[src/rtl/dbirq_pkg.sv]
package dbirq_pkg;

    localparam int ADDR_W = 4;
    localparam int DATA_W = 32;
    localparam int ST_W   = 8;
    localparam int DB_IDX = 7;

    typedef enum logic [ADDR_W-1:0] {
        REG_DOORBELL = 4'd0,
        REG_STATUS   = 4'd1,
        REG_ENABLE   = 4'd2
    } reg_sel_e;

    typedef struct packed {
        logic              we;
        logic [ADDR_W-1:0] addr;
        logic [DATA_W-1:0] data;
    } bus_wr_t;

    // Write data when the write hits the selected register, else all zero.
    function automatic logic [DATA_W-1:0] hit_mask(bus_wr_t w, reg_sel_e sel);
        return (w.we && (w.addr == sel)) ? w.data : '0;
    endfunction

    function automatic logic hit(bus_wr_t w, reg_sel_e sel);
        return w.we && (w.addr == sel);
    endfunction

endpackage

[src/rtl/dbirq_doorbell.sv]
module dbirq_doorbell #(
    parameter int DB_W = dbirq_pkg::DATA_W
) (
    input  logic            clk,
    input  logic            rst,
    input  logic [DB_W-1:0] set_mask,
    input  logic [DB_W-1:0] clr_mask,
    output logic [DB_W-1:0] db_q,
    output logic            db_any
);

    logic [DB_W-1:0] db_d;

    // Set applied after clear, so a ring in the same cycle survives.
    always_comb begin
        db_d = (db_q & ~clr_mask) | set_mask;
    end

    always_ff @(posedge clk) begin
        if (rst) db_q <= '0;
        else     db_q <= db_d;
    end

    assign db_any = |db_q;

    // every requested set bit is present after the edge
    assert_set_lands_R1: assert property (@(posedge clk) disable iff (rst)
        (set_mask != '0) |=> ((db_q & $past(set_mask)) == $past(set_mask)));

    // cleared bits with no competing set are gone after the edge
    assert_clear_lands_R2: assert property (@(posedge clk) disable iff (rst)
        (clr_mask != '0) |=> ((db_q & $past(clr_mask & ~set_mask)) == '0));

    // bits outside both masks keep their value
    assert_untouched_stable_R2: assert property (@(posedge clk) disable iff (rst)
        1'b1 |=> (((db_q ^ $past(db_q)) & ~$past(set_mask | clr_mask)) == '0));

endmodule

[src/rtl/dbirq_status.sv]
module dbirq_status #(
    parameter int ST_W   = dbirq_pkg::ST_W,
    parameter int DB_IDX = dbirq_pkg::DB_IDX
) (
    input  logic            clk,
    input  logic            rst,
    input  logic [ST_W-1:0] evt_set,
    input  logic            db_any,
    input  logic [ST_W-1:0] clr_mask,
    input  logic            en_we,
    input  logic [ST_W-1:0] en_wdata,
    output logic [ST_W-1:0] st_q,
    output logic [ST_W-1:0] en_q,
    output logic            irq
);

    for (genvar i = 0; i < ST_W; i++) begin : g_bit
        if (i == DB_IDX) begin : g_db
            // Mirrors the doorbell summary and ignores direct clears.
            always_ff @(posedge clk) begin
                if (rst) st_q[i] <= 1'b0;
                else     st_q[i] <= db_any;
            end

            // delayed copy of the doorbell OR
            assert_db_mirror_R5: assert property (@(posedge clk) disable iff (rst)
                1'b1 |=> (st_q[i] == $past(db_any)));
        end else begin : g_evt
            always_ff @(posedge clk) begin
                if (rst) st_q[i] <= 1'b0;
                else     st_q[i] <= evt_set[i] | (st_q[i] & ~clr_mask[i]);
            end

            // an event pulse always lands, even against a clear
            assert_evt_sets_R6: assert property (@(posedge clk) disable iff (rst)
                evt_set[i] |=> st_q[i]);
        end
    end

    always_ff @(posedge clk) begin
        if (rst)        en_q <= '0;
        else if (en_we) en_q <= en_wdata;
    end

    assign irq = |(st_q & en_q);

    // enable loads exactly what was written
    assert_en_load_R7: assert property (@(posedge clk) disable iff (rst)
        en_we |=> (en_q == $past(en_wdata)));

    // no clear, no enable write and the doorbell still set keep irq high
    assert_irq_hold_R8: assert property (@(posedge clk) disable iff (rst)
        (irq && (clr_mask == '0) && !en_we && db_any) |=> irq);

endmodule

[src/rtl/dbirq_rdmux.sv]
module dbirq_rdmux #(
    parameter int ADDR_W = dbirq_pkg::ADDR_W,
    parameter int DATA_W = dbirq_pkg::DATA_W,
    parameter int ST_W   = dbirq_pkg::ST_W
) (
    input  logic [ADDR_W-1:0] loc_addr,
    input  logic [ADDR_W-1:0] rmt_addr,
    input  logic [DATA_W-1:0] db_q,
    input  logic [ST_W-1:0]   st_q,
    input  logic [ST_W-1:0]   en_q,
    output logic [DATA_W-1:0] loc_rdata,
    output logic [DATA_W-1:0] rmt_rdata
);
    import dbirq_pkg::*;

    localparam int PAD_W = DATA_W - ST_W;

    always_comb begin
        unique case (loc_addr)
            REG_DOORBELL: loc_rdata = db_q;
            REG_STATUS:   loc_rdata = {{PAD_W{1'b0}}, st_q};
            REG_ENABLE:   loc_rdata = {{PAD_W{1'b0}}, en_q};
            default:      loc_rdata = '0;
        endcase
    end

    assign rmt_rdata = (rmt_addr == REG_DOORBELL) ? db_q : '0;

endmodule

[src/rtl/doorbell_irq_hub.sv]
module doorbell_irq_hub
    import dbirq_pkg::*;
(
    input  logic              clk,
    input  logic              rst,
    input  logic [ADDR_W-1:0] rmt_addr,
    input  logic              rmt_we,
    input  logic [DATA_W-1:0] rmt_wdata,
    output logic [DATA_W-1:0] rmt_rdata,
    input  logic [ADDR_W-1:0] loc_addr,
    input  logic              loc_we,
    input  logic [DATA_W-1:0] loc_wdata,
    output logic [DATA_W-1:0] loc_rdata,
    input  logic [ST_W-1:0]   evt_set,
    output logic              db_irq,
    output logic              irq_out
);

    bus_wr_t          rmt_wr, loc_wr;
    logic [DATA_W-1:0] db_set, db_clr, db_q;
    logic [DATA_W-1:0] loc_st_word, loc_en_word;
    logic [ST_W-1:0]   st_clr, st_q, en_q;
    logic              db_any;

    assign rmt_wr = '{we: rmt_we, addr: rmt_addr, data: rmt_wdata};
    assign loc_wr = '{we: loc_we, addr: loc_addr, data: loc_wdata};

    assign db_set      = hit_mask(rmt_wr, REG_DOORBELL);
    assign db_clr      = hit_mask(loc_wr, REG_DOORBELL);
    assign loc_st_word = hit_mask(loc_wr, REG_STATUS);
    assign loc_en_word = loc_wr.data;
    assign st_clr      = loc_st_word[ST_W-1:0];

    dbirq_doorbell #(.DB_W(DATA_W)) u_doorbell (
        .clk      (clk),
        .rst      (rst),
        .set_mask (db_set),
        .clr_mask (db_clr),
        .db_q     (db_q),
        .db_any   (db_any)
    );

    dbirq_status #(.ST_W(ST_W), .DB_IDX(DB_IDX)) u_status (
        .clk      (clk),
        .rst      (rst),
        .evt_set  (evt_set),
        .db_any   (db_any),
        .clr_mask (st_clr),
        .en_we    (hit(loc_wr, REG_ENABLE)),
        .en_wdata (loc_en_word[ST_W-1:0]),
        .st_q     (st_q),
        .en_q     (en_q),
        .irq      (irq_out)
    );

    dbirq_rdmux #(.ADDR_W(ADDR_W), .DATA_W(DATA_W), .ST_W(ST_W)) u_rdmux (
        .loc_addr  (loc_addr),
        .rmt_addr  (rmt_addr),
        .db_q      (db_q),
        .st_q      (st_q),
        .en_q      (en_q),
        .loc_rdata (loc_rdata),
        .rmt_rdata (rmt_rdata)
    );

    assign db_irq = db_any;

    // the cycle after reset everything reads as idle
    assert_reset_idle_R10: assert property (@(posedge clk)
        rst |=> (!db_irq && !irq_out && db_q == '0));

endmodule

[config.mk]
export PLATFORM = sky130hd
export DESIGN_NAME = doorbell_irq_hub
export DESIGN_NICKNAME = d
export VERILOG_FILES = /design/src/rtl/dbirq_pkg.sv /design/src/rtl/dbirq_doorbell.sv /design/src/rtl/dbirq_status.sv /design/src/rtl/dbirq_rdmux.sv /design/src/rtl/doorbell_irq_hub.sv
export SDC_FILE = /design/constraint.sdc
export NUM_CORES = 1
export LEC_CHECK = 0
export ABC_CLOCK_PERIOD_IN_PS = 1100
export CAP_MARGIN = 40
export CORE_ASPECT_RATIO = 1.4
export CORE_MARGIN = 8
export CORE_UTILIZATION = 43
export DETAILED_ROUTE_END_ITERATION = 16
export DONT_BUFFER_PORTS = 1
export GPL_ROUTABILITY_DRIVEN = 1
export PLACE_DENSITY = 0.72
export SLEW_MARGIN = 20
export SYNTH_ARGS = -nofsm -noshare
export SYNTH_HDL_FRONTEND = slang
export SYNTH_SLANG_ARGS = --single-unit
[constraint.sdc]
create_clock -name clk -period 1.1 [get_ports clk]
set_input_delay 0.055 -clock clk [delete_from_list [all_inputs] [get_ports clk]]
set_output_delay 0.055 -clock clk [all_outputs]
set_load 0.01 [all_outputs]
Word-level counts from Yosys, hierarchy flattened
Cells that the tools add are included.
Storage, ports and cells
  bits of input ports: 84
  register bits after elaboration: 48
  output and inout bits: 66
  word-level logic and storage cells: 50
Cells by class
  multiplexer cells: 5
  bitwise operators: 25
  eq/ne operators: 2
  reduce and logical (&&, ||, !) cells: 8
Operators with widths (number)
  $mux 32: 3
  $pmux 32 s3: 1
  $and 32x32->32: 1
  $not 32->32: 1
  $or 32x32->32: 1
  $reduce_or 32->1: 1
  $and 8x8->8: 1
  $logic_not 4->1: 2
  $reduce_or 8->1: 1
  $and 1x1->1: 7
  $mux 7: 1
  $not 1->1: 7
  $or 1x1->1: 7
  $eq 4x1->1 const B: 1
  $eq 4x2->1 const B: 1
  $logic_and 1x1->1: 4

Logic depth before layout (Yosys ltp)
Gate-level depths: netlist (run 1).
  word-level depth: 6
  mapped depth: 6
  mapped depth without buffers: 3

Hierarchy
Synthesis (run 1) repeated with hierarchy kept, for this count alone.
Unflattened totals
  cell total of the unflattened synthesis: 419
  area, all modules: 3090.5 µm²
Modules (own cells, without submodules)
  dbirq_doorbell: cells an instance 142, sequential area each 640.6 µm², times used 1, area an instance 1127.3 µm²
  doorbell_irq_hub: cells an instance 133, sequential area each 0.0 µm², times used 1, area an instance 749.5 µm²
  dbirq_rdmux: cells an instance 83, sequential area each 0.0 µm², times used 1, area an instance 616.8 µm²
  dbirq_status: cells an instance 61, sequential area each 320.3 µm², times used 1, area an instance 596.8 µm²

Worst setup path before layout (run 1)
No wires, ideal clock.
  path type: input -> register
  start: input loc_addr[1]
  end: register u_doorbell.db_q[10]
  required time: 0.983 ns
  cell stages on the path: 4
  arrival time: 1.049 ns
  slack: -0.066 ns
  path through: nor4_4 buf_6 nand3_1 a32o_1
On the way
  longest elaborated chain between the ends: 6
Ends and longest elaborated chain
  start, declared: line doorbell_irq_hub.sv:10  | input logic [ADDR_W-1:0] loc_addr,
  $logic_not 4->1: line dbirq_pkg.sv:22  | return (w.we && (w.addr == sel)) ? w.data : '0;
  $logic_and 1x1->1: line dbirq_pkg.sv:22
  $mux 32: line dbirq_pkg.sv:22
  $not 32->32: line dbirq_doorbell.sv:16  | db_d = (db_q & ~clr_mask) | set_mask;
  $and 32x32->32: line dbirq_doorbell.sv:16
  $or 32x32->32: line dbirq_doorbell.sv:16
  end signal, assigned: line dbirq_doorbell.sv:20  | if (rst) db_q <= '0;
  end signal, assigned: line dbirq_doorbell.sv:21  | else db_q <= db_d;
  end, declared: line dbirq_doorbell.sv:8  | output logic [DB_W-1:0] db_q,
Every way passes these cells.
A chain may end at the register's enable or synchronous reset.

Final worst setup path (run 1)
  start: register u_doorbell.db_q[4]
  end: output db_irq
On the way
  longest elaborated chain between the ends: 1
Ends and longest elaborated chain
  $reduce_or 32->1: line dbirq_doorbell.sv:24  | assign db_any = |db_q;
  end, declared: line doorbell_irq_hub.sv:15  | output logic db_irq,
Every way passes these cells.

==> impl_metrics.yaml, run 1 <==
detailed_routing:
  routed_wl_um: 10100
  drt_iter0_drc: 253
  via_per_inst: 6.05
  wl_per_cell_um: 22.2
  vias: 2746
  antenna_left: 0
  drtPass1Iterations: 5
  drc_errors: 0
place:
  dp_hpwl_um: 6350
  gp_congestion: 0.818
  port_buffers: 0
  dp_cells: 372
  post-place-ws_ns: -0.277
critical_path:
  endpoint_kind: "primary output"
  cp_max_fo: 2
  path_buf_inv: 0
  cp_slowest_stage_delay_ns: 0.34
  cpLargestDelayFamily: "simple AND/OR/NAND/NOR gates"
  path_depth: 3
  r2r_cells: 4
  cp_slowest_cell: "dfxtp_2"
  crit_type: "reg2out"
  startpoint_type: "flip-flop"
  worstPathCellList: "nor4_4 -> nand4_1 -> or2_4"
  worstPathRequired_ns: 1.04
  arrival_ns: 1.41
clocking:
  clock_sinks: 48
  cts_max_path_buffers: 2
  clk_pin_slew_worst_paths_ns: 0.08
  clockRootBuffer: "clkbuf_8"
  h-tree-depth: 2
  cts_tree: "yes"
  insertion_delay_ns: 0.29
  cts_made_buffers: 5
floorplan:
  dieArea_um2: 8530
  die_h_um: 106
  die_w_um: 80.4
  coreArea_um2: 5740
  initial_utilization_pct: 43.5
  num_rows: 33
  io_pins: 150
status:
  violations: "hold timing, setup timing"
  outcome: "finished with violations"
final_layout:
  final_nets: 467
  regArea_um2: 991
  final_core_util_pct: 66.6
  multi_input_area_um2: 1470
  area_growth_pct: 53.1
  instances_no_fill: 454
  drive_gt1_share_pct: 26.6
  antenna_cells: 0
  layout_commonest_cell: "dlygate4sd3_1"
  fillers: 447
  final_cell_mix: "dlygate4sd3_1 (65), and2_1 (52), buf_4 (36)"
timing:
  finalCritPeriodShare_pct: 133
  rsz0062_at_grt: "true"
  max_freq_mhz: 683
  setup_viol: 10
  slew_headroom_pct: 43.9
  timing_hold_violations_final: 1
  slew_viol_final: 0
  holdWs_ns: -0.000488
  fin_tns_setup_ns: -1.92
  skew_ns: 0.00283
  fin_ws_ns: -0.364
  worst_slew_pin_slew_ns: 0.840
  fin_crit_ns: 1.46
synthesis:
  synth_top_family_by_area: "simple AND/OR/NAND/NOR gates"
  synth_cell_types: 26
  ys_ff_latch: 48
  synth_compound_area_share_pct: 22.3
  seq_area_frac_synth_pct: 38.5
  yosysTopAreaCellShare_pct: 38.5
  ys_warn_count: 0
  synth_area_leaders: "dfxtp_1 (39%), and2_1 (14%), a32o_1 (13%)"
  syn_nets: 371
  synthMuxAreaShare_pct: 0
  synth-simple-area-share_pct: 31.4
  yosys.area_share.adder_pct: 0
  syn_area_um2: 2490
  synth_cells: 287
  yosysTopAreaCell: "dfxtp_1"
  synth_xor_area_share_pct: 0
  avgSynthCellArea_um2: 8.69
pwr:
  p_leak_nw: 1.54
  ir_drop_uv: 580
  power.density_nw_per_um2: 893
hold_path:
  holdPathStages: 2
  hp-class: "in2reg"
grt:
  grt_pass1_wl_um: 14400
  grt_usage_pct: 21.3
  grt_max_degree: 59
  grt-ovfl-total: 0
  antenna_found_initial: 0
  grt_pass1_vias: 2717
job:
  drv_cap: 0
path summary, 6_finish.rpt:
path,startpoint,endpoint,slack [ns]
worst max register to register,u_doorbell.db_q[5]$_SDFF_PP0_,u_status.st_q[7]$_SDFF_PP0_,-0.14
worst min-delay path,loc_wdata[9],u_doorbell.db_q[9]$_SDFF_PP0_,-0.0005
worst min register to register,u_status.en_q[2]$_SDFFE_PP0P_,u_status.en_q[2]$_SDFFE_PP0P_,0.48
worst max-delay path,u_doorbell.db_q[4]$_SDFF_PP0_,db_irq,-0.36
synth_stat cells:
| cell | n |
|---|---|
| and2_1 | 57 |
| dfxtp_1 | 48 |
| a32o_1 | 32 |
| nand3_1 | 32 |
| inv_1 | 16 |
| nand2_1 | 14 |
| o21ai_0 | 14 |
| buf_2 | 11 |
| clkbuf_1 | 11 |
| nand4_1 | 10 |
| a21oi_1 | 8 |
| a222oi_1 | 8 |
| nor4_1 | 8 |
| a22oi_1 | 4 |
| buf_6 | 3 |
| a31o_2 | 1 |
| and3_1 | 1 |
| buf_1 | 1 |
| nand2b_1 | 1 |
| nor4_2 | 1 |
| nor4_4 | 1 |
| nor4b_2 | 1 |
| nor4b_4 | 1 |
| o21a_1 | 1 |
| or2_2 | 1 |
| or4b_1 | 1 |
routing by layer:
metal,vias to the layer above,GRT usage (%),part of all wire [%]
met2,169,36.6,51
met4,0,11.0,3.7
li1,1260,-,-
met5,-,0,0
met3,30,6.17,9.8
met1,1287,22.5,35
cell type report:
type	count	share of cell area (%)
clock buffers	7	2.26
flip-flops and latches	48	25.9
well taps	70	2.29
repair buffers	115	29.3
clock inverters	1	0.197
multi-input cells	197	38.5
inverters	16	1.57
report_power, final:
group	switching [mW]	internal, mW
sequential	0.0385	1.78
combinational	0.223	0.298
clock	0.561	0.511
total	0.823	2.59
metrics by stage:
stage / power (mW) / area [µm²]
finish: 3.41 / 3820
global route: 3.55 / 3820
CTS: 3.41 / 3680
detailed placement: 2.09 / 2800
global placement: 2.08 / 2800
floorplan: 2.03 / 2500
timing repair:
item,CTS,global route
pin swaps,14,14
hold buffers,62,4
endpoints found under the hold margin,47,4
cloned,0,2
endpoints found under the setup margin,11,22
buffers inserted,5,2
gates resized for setup,34,20
registers in the layout, summed over array words and instances, names as in the netlist:
name and flops:
u_status.st_q 8, u_status.en_q 8, u_doorbell.db_q 32
kinds of logic (layout without fill, tap and decap cells):
| kind of cell | after synthesis | in the layout |
|---|---|---|
| simple gates | 129 | 129 |
| flops | 48 | 48 |
| buf+inv | 42 | 139 |
| compound gates | 68 | 68 |
Power figures use the tool's default switching activity.
==> inputs of run 2 (changes only) <==
Settings changed: ABC_CLOCK_PERIOD_IN_PS 1100 to 1700, CORE_UTILIZATION 43 to 35, PLACE_DENSITY 0.72 to 0.61.
Clock period 1.1 ns to 1.7 ns, I/O delays scaled along.
==> run 2 against run 1 <==
The run now ends clean. Wire length is 9.1% lower. Final cell count is 6.2% lower. Global-route usage is 4.2 points lower. Sequential power is 35% lower. Non-clock buffer count is 52 lower. Critical path depth is 1 higher. Total power is 37% lower. Via count is 8.8% lower. Critical path type unchanged. Largest power group unchanged.
==> impl_metrics.yaml, run 2 (same netlist as run 1, synthesis figures left out) <==
status:
  outcome: "finished clean"
timing:
  fin_tns_setup_ns: 0
  holdWs_ns: 0.0133
  finalCritPeriodShare_pct: 94.9
  fin_ws_ns: 0.0863
  timing_hold_violations_final: 0
  setup_viol: 0
  worst_slew_pin_slew_ns: 0.818
  max_freq_mhz: 620
  rsz0062_at_grt: "false"
  skew_ns: 0.00404
  slew_viol_final: 0
  fin_crit_ns: 1.61
  slew_headroom_pct: 45.3
critical_path:
  arrival_ns: 1.53
  crit_type: "reg2out"
  cp_max_fo: 4
  endpoint_kind: "primary output"
  startpoint_type: "flip-flop"
  r2r_cells: 4
  worstPathRequired_ns: 1.62
final_layout:
  final_core_util_pct: 46.6
  design_area_um2: 3230
  final_nets: 415
  area_growth_pct: 29.5
  fillers: 697
  antenna_cells: 0
  layout_commonest_cell: "and2_1"
  final_cell_mix: "and2_1 (57), dlygate4sd3_1 (55), dfxtp_1 (48)"
  drive_gt1_share_pct: 6.95
  instances_no_fill: 426
  top_register: "u_doorbell.db_q"
  largestRegisters: "u_doorbell.db_q x32, u_status.en_q x8, u_status.st_q x8"
  largest_reg_flops: 32
detailed_routing:
  antenna_left: 0
  wl_met2_um: 4750
  drt_iter0_drc: 140
  via_per_inst: 5.88
  drt-met1-wl_um: 3440
  drc_errors: 0
  routed_wl_um: 9140
  wl_met3_um: 801
  top_layer: "met4"
  drtPass1Iterations: 4
  wl_per_cell_um: 21.4
  vias: 2504
hold_path:
  hp-class: "in2reg"
  holdPathStages: 2
grt:
  grt_usage_pct: 17.1
  grt_max_degree: 65
  grt_pass1_wl_um: 13500
  grt_pass1_vias: 2520
  grt-ovfl-total: 0
  antenna_found_initial: 0
place:
  post-place-ws_ns: 0.138
  dp_cells: 364
  gp_congestion: 0.762
  dp_hpwl_um: 6450
  dpl_cell_area_um2: 2560
  port_buffers: 0
clocking:
  clockRootBuffer: "clkbuf_8"
  cts_max_path_buffers: 2
  h-tree-depth: 2
  cts_setup_buffers: 0
  cts_made_buffers: 5
  insertion_delay_ns: 0.29
  clk_pin_slew_worst_paths_ns: 0.08
  cts_tree: "yes"
  clock_sinks: 48
pwr:
  power.density_nw_per_um2: 660
  power.switching_uw: 488
  p_clk_share_pct: 33.8
  p_comb_share_pct: 11.1
  p_leak_nw: 1.19
  p_seq_share_pct: 55.1
  power.internal_mw: 1.65
  power_mw: 2.13
  p_sw_share_pct: 22.8
  ir_drop_uv: 396
floorplan:
  num_rows: 36
  die_h_um: 116
  coreArea_um2: 6940
  initial_utilization_pct: 36.0
  die_w_um: 87.4
  dieArea_um2: 10100
  io_pins: 150
job:
  drv_cap: 0
[run 2: changes by cell type in the layout (fill, tap and decap cells not counted), moves of 2 or more]
cell and delta:
dlygate4sd3_1 -10, nor4_4 -3, buf_6 -10, a22oi_1 +4, and2_4 -5, buf_12 -2
a22oi_2 -4, dfxtp_1 +22, nor4_2 -3, nor4_1 +6, and2_1 +5, dfxtp_2 -21
buf_4 -29
[run 2: worst paths after layout]
check / startpoint / endpoint / slack, ns
hold reg to reg: u_status.en_q[3]$_SDFFE_PP0P_ / u_status.en_q[3]$_SDFFE_PP0P_ / 0.48
setup reg to reg: u_doorbell.db_q[18]$_SDFF_PP0_ / u_status.st_q[7]$_SDFF_PP0_ / 0.45
setup / recovery: u_doorbell.db_q[18]$_SDFF_PP0_ / db_irq / 0.09
hold / removal: loc_wdata[7] / u_doorbell.db_q[7]$_SDFF_PP0_ / 0.01
[run 2: critical path, stage by stage, from the launching register on]
cell	delay (ns)
dfxtp_1	0.37
nor4_4	0.33
buf_4	0.15
nand4_1	0.10
or2_4	0.30
[run 2: power groups by stage]
stage | clock [mW] | sequential (mW) | combinational, mW
floorplan | 0 | 1.19 | 0.122
global route | 0.785 | 1.18 | 0.258
finish | 0.722 | 1.18 | 0.236
global placement | 0 | 1.20 | 0.132
detailed placement | 0 | 1.20 | 0.134
CTS | 0.751 | 1.18 | 0.238
[run 2: cell type report]
class	instances	area, µm²	area share, %
Tap cell	95	119	3.68
Timing Repair Buffer	63	623	19.3
Inverter	16	60.1	1.86
Multi-Input combinational cell	197	1370	42.5
Sequential cell	48	961	29.7
Clock buffer	7	96.3	2.98
[run 2: timing repair]
action / in CTS / in global routing
setup endpoints to repair: 1 / 1
pin swaps: 1 / 0
hold buffers: 55 / 0
hold endpoints to repair: 47 / 0
resized for setup: 3 / 1
[run 2: metal layers]
layer  up-vias  global-route usage [%]
met1      1221                    18.5
met3        11                    5.18
met2       114                    30.7
met4         0                    5.41
li1       1158                       -
met5         -                       0
==> inputs of run 3 (changes only) <==
Settings changed: GPL_TIMING_DRIVEN from default to 0.
==> run 3 against run 2 <==
First-iteration DRC count rose by 7.9%. Non-clock buffer count rose by 10. Critical path depth fell by 1. Fmax fell by 2.3%. Critical path type unchanged. Largest cell class unchanged. Highest routed layer unchanged.
==> impl_metrics.yaml, run 3 (same netlist as run 1, synthesis figures left out) <==
status:
  outcome: "finished clean"
timing:
  setup_viol: 0
  slew_viol_final: 0
  fin_tns_setup_ns: 0
  rsz0062_at_grt: "false"
  slew_headroom_pct: 44.8
  finalCritPeriodShare_pct: 97.2
  worst_slew_pin_slew_ns: 0.826
  max_freq_mhz: 605
  timing_hold_violations_final: 0
  skew_ns: 0.00634
  fin_crit_ns: 1.65
critical_path:
  cp_max_fo: 4
  arrival_ns: 1.57
  r2r_cells: 3
  r2r_setup_slack_ns: 0.49
  rr_endpoint: "u_status.st_q[7]$_SDFF_PP0_"
  worstPathRequired_ns: 1.62
  rr_startpoint: "u_doorbell.db_q[11]$_SDFF_PP0_"
  endpoint_kind: "primary output"
  startpoint_type: "flip-flop"
  crit_type: "reg2out"
place:
  port_buffers: 0
  dpl_cell_area_um2: 2610
  gp_congestion: 0.797
  dp_cells: 382
  dp_hpwl_um: 7580
floorplan:
  die_w_um: 87.4
  num_rows: 36
  initial_utilization_pct: 36.0
  dieArea_um2: 10100
  coreArea_um2: 6940
  io_pins: 150
  die_h_um: 116
grt:
  antenna_found_initial: 0
  grt_pass1_vias: 2603
  grt_pass1_wl_um: 14700
  grt-ovfl-total: 0
  grt_max_degree: 14
  grt_usage_pct: 19.0
detailed_routing:
  wl_per_cell_um: 22.9
  routed_wl_um: 10000
  vias: 2545
  via_per_inst: 5.82
  drc_errors: 0
  wl_met3_um: 842
  drt_iter0_drc: 151
  drtPass1Iterations: 5
  drt-met1-wl_um: 3590
  top_layer: "met4"
  antenna_left: 0
  wl_met2_um: 5350
clocking:
  cts_setup_buffers: 0
  cts_tree: "yes"
  h-tree-depth: 2
  clk_pin_slew_worst_paths_ns: 0.09
  clockRootBuffer: "clkbuf_8"
  insertion_delay_ns: 0.30
  clock_sinks: 48
  cts_made_buffers: 5
  cts_max_path_buffers: 2
pwr:
  ir_drop_uv: 392
  p_seq_share_pct: 54.9
  power.switching_uw: 531
  p_comb_share_pct: 12.2
  p_clk_share_pct: 32.9
  power.internal_mw: 1.61
  power.density_nw_per_um2: 669
  p_sw_share_pct: 24.7
  p_leak_nw: 1.21
  power_mw: 2.15
job:
  drv_cap: 0
final_layout:
  final_nets: 425
  area_growth_pct: 28.6
  drive_gt1_share_pct: 8.77
  antenna_cells: 0
  top_register: "u_doorbell.db_q"
  design_area_um2: 3210
  instances_no_fill: 437
  final_core_util_pct: 46.2
  largest_reg_flops: 32
  fillers: 723
  largestRegisters: "u_doorbell.db_q x32, u_status.en_q x8, u_status.st_q x8"
  layout_commonest_cell: "and2_1"
  final_cell_mix: "and2_1 (57), dfxtp_1 (48), dlygate4sd3_1 (47)"
hold_path:
  hold_end: "u_doorbell.db_q[4]$_SDFF_PP0_"
  hp-start: "loc_wdata[4]"
  holdPathStages: 2
  hp-class: "in2reg"
run 3: cell count changes in the layout (fill, tap and decap cells not counted), moves of 2 or more:
cell / change
nor4_2: +3
dlygate4sd3_1: -8
buf_6: +3
buf_2: +11
nor4_1: -2
buf_4: -7
clkbuf_1: +13
run 3: layer usage:
metal	track usage, %	up-vias
li1	-	1175
met1	19.3	1233
met2	36.1	121
met3	4.54	16
met4	6.68	0
met5	0	-
run 3: layout make-up:
type / instances / area [µm²] / area share (%)
Buffer: 26 / 134 / 4.17
Clock buffer: 8 / 90.1 / 2.81
Inverter: 16 / 60.1 / 1.87
Multi-Input combinational cell: 197 / 1370 / 42.8
Sequential cell: 48 / 961 / 30.0
Tap cell: 95 / 119 / 3.71
Timing Repair Buffer: 47 / 470 / 14.7
run 3: through the flow:
| stage | hold slack [ns] | worst slack [ns] |
|---|---|---|
| 3_5_place_dp | 0.215 | 0.110 |
| 4_1_cts | 0.00210 | 0.0242 |
| 5_1_grt | 0.0117 | 0.00736 |
| 6_report | 0.0124 | 0.0483 |
| 3_3_place_gp | 0.211 | 0.0878 |
| 2_1_floorplan | 0.211 | 0.504 |
run 3: timing repair:
item / in CTS / in global routing
hold buffers: 47 / 0
pin swaps: 0 / 1
hold endpoints to repair: 47 / 0
endpoints found under the setup margin: 1 / 1
gates resized for setup: 2 / 3
run 3: worst max-delay path, stage by stage (launching register included):
cell	delay, ns
dfxtp_1	0.35
nor4_1	0.34
nand4_1	0.21
or2_2	0.37
run 3: how the worst max path moves through the flow:
stage / startpoint / to / depth (start not counted)
finish: u_doorbell.db_q[11]$_SDFF_PP0_ / db_irq / 3
global route: u_doorbell.db_q[11]$_SDFF_PP0_ / db_irq / 3
CTS: u_doorbell.db_q[9]$_SDFF_PP0_ / db_irq / 3
detailed placement: loc_addr[1] / loc_rdata[9] / 3
global placement: loc_addr[1] / loc_rdata[9] / 3
floorplan: loc_addr[1] / u_doorbell.db_q[10]$_SDFF_PP0_ / 4
run 3: power by group through the flow:
| stage | Combinational, mW | Clock, mW | Sequential (mW) |
|---|---|---|---|
| floorplan | 0.122 | 0 | 1.19 |
| global placement | 0.167 | 0 | 1.20 |
| detailed placement | 0.168 | 0 | 1.20 |
| CTS | 0.262 | 0.728 | 1.18 |
| global route | 0.285 | 0.766 | 1.18 |
| finish | 0.262 | 0.706 | 1.18 |
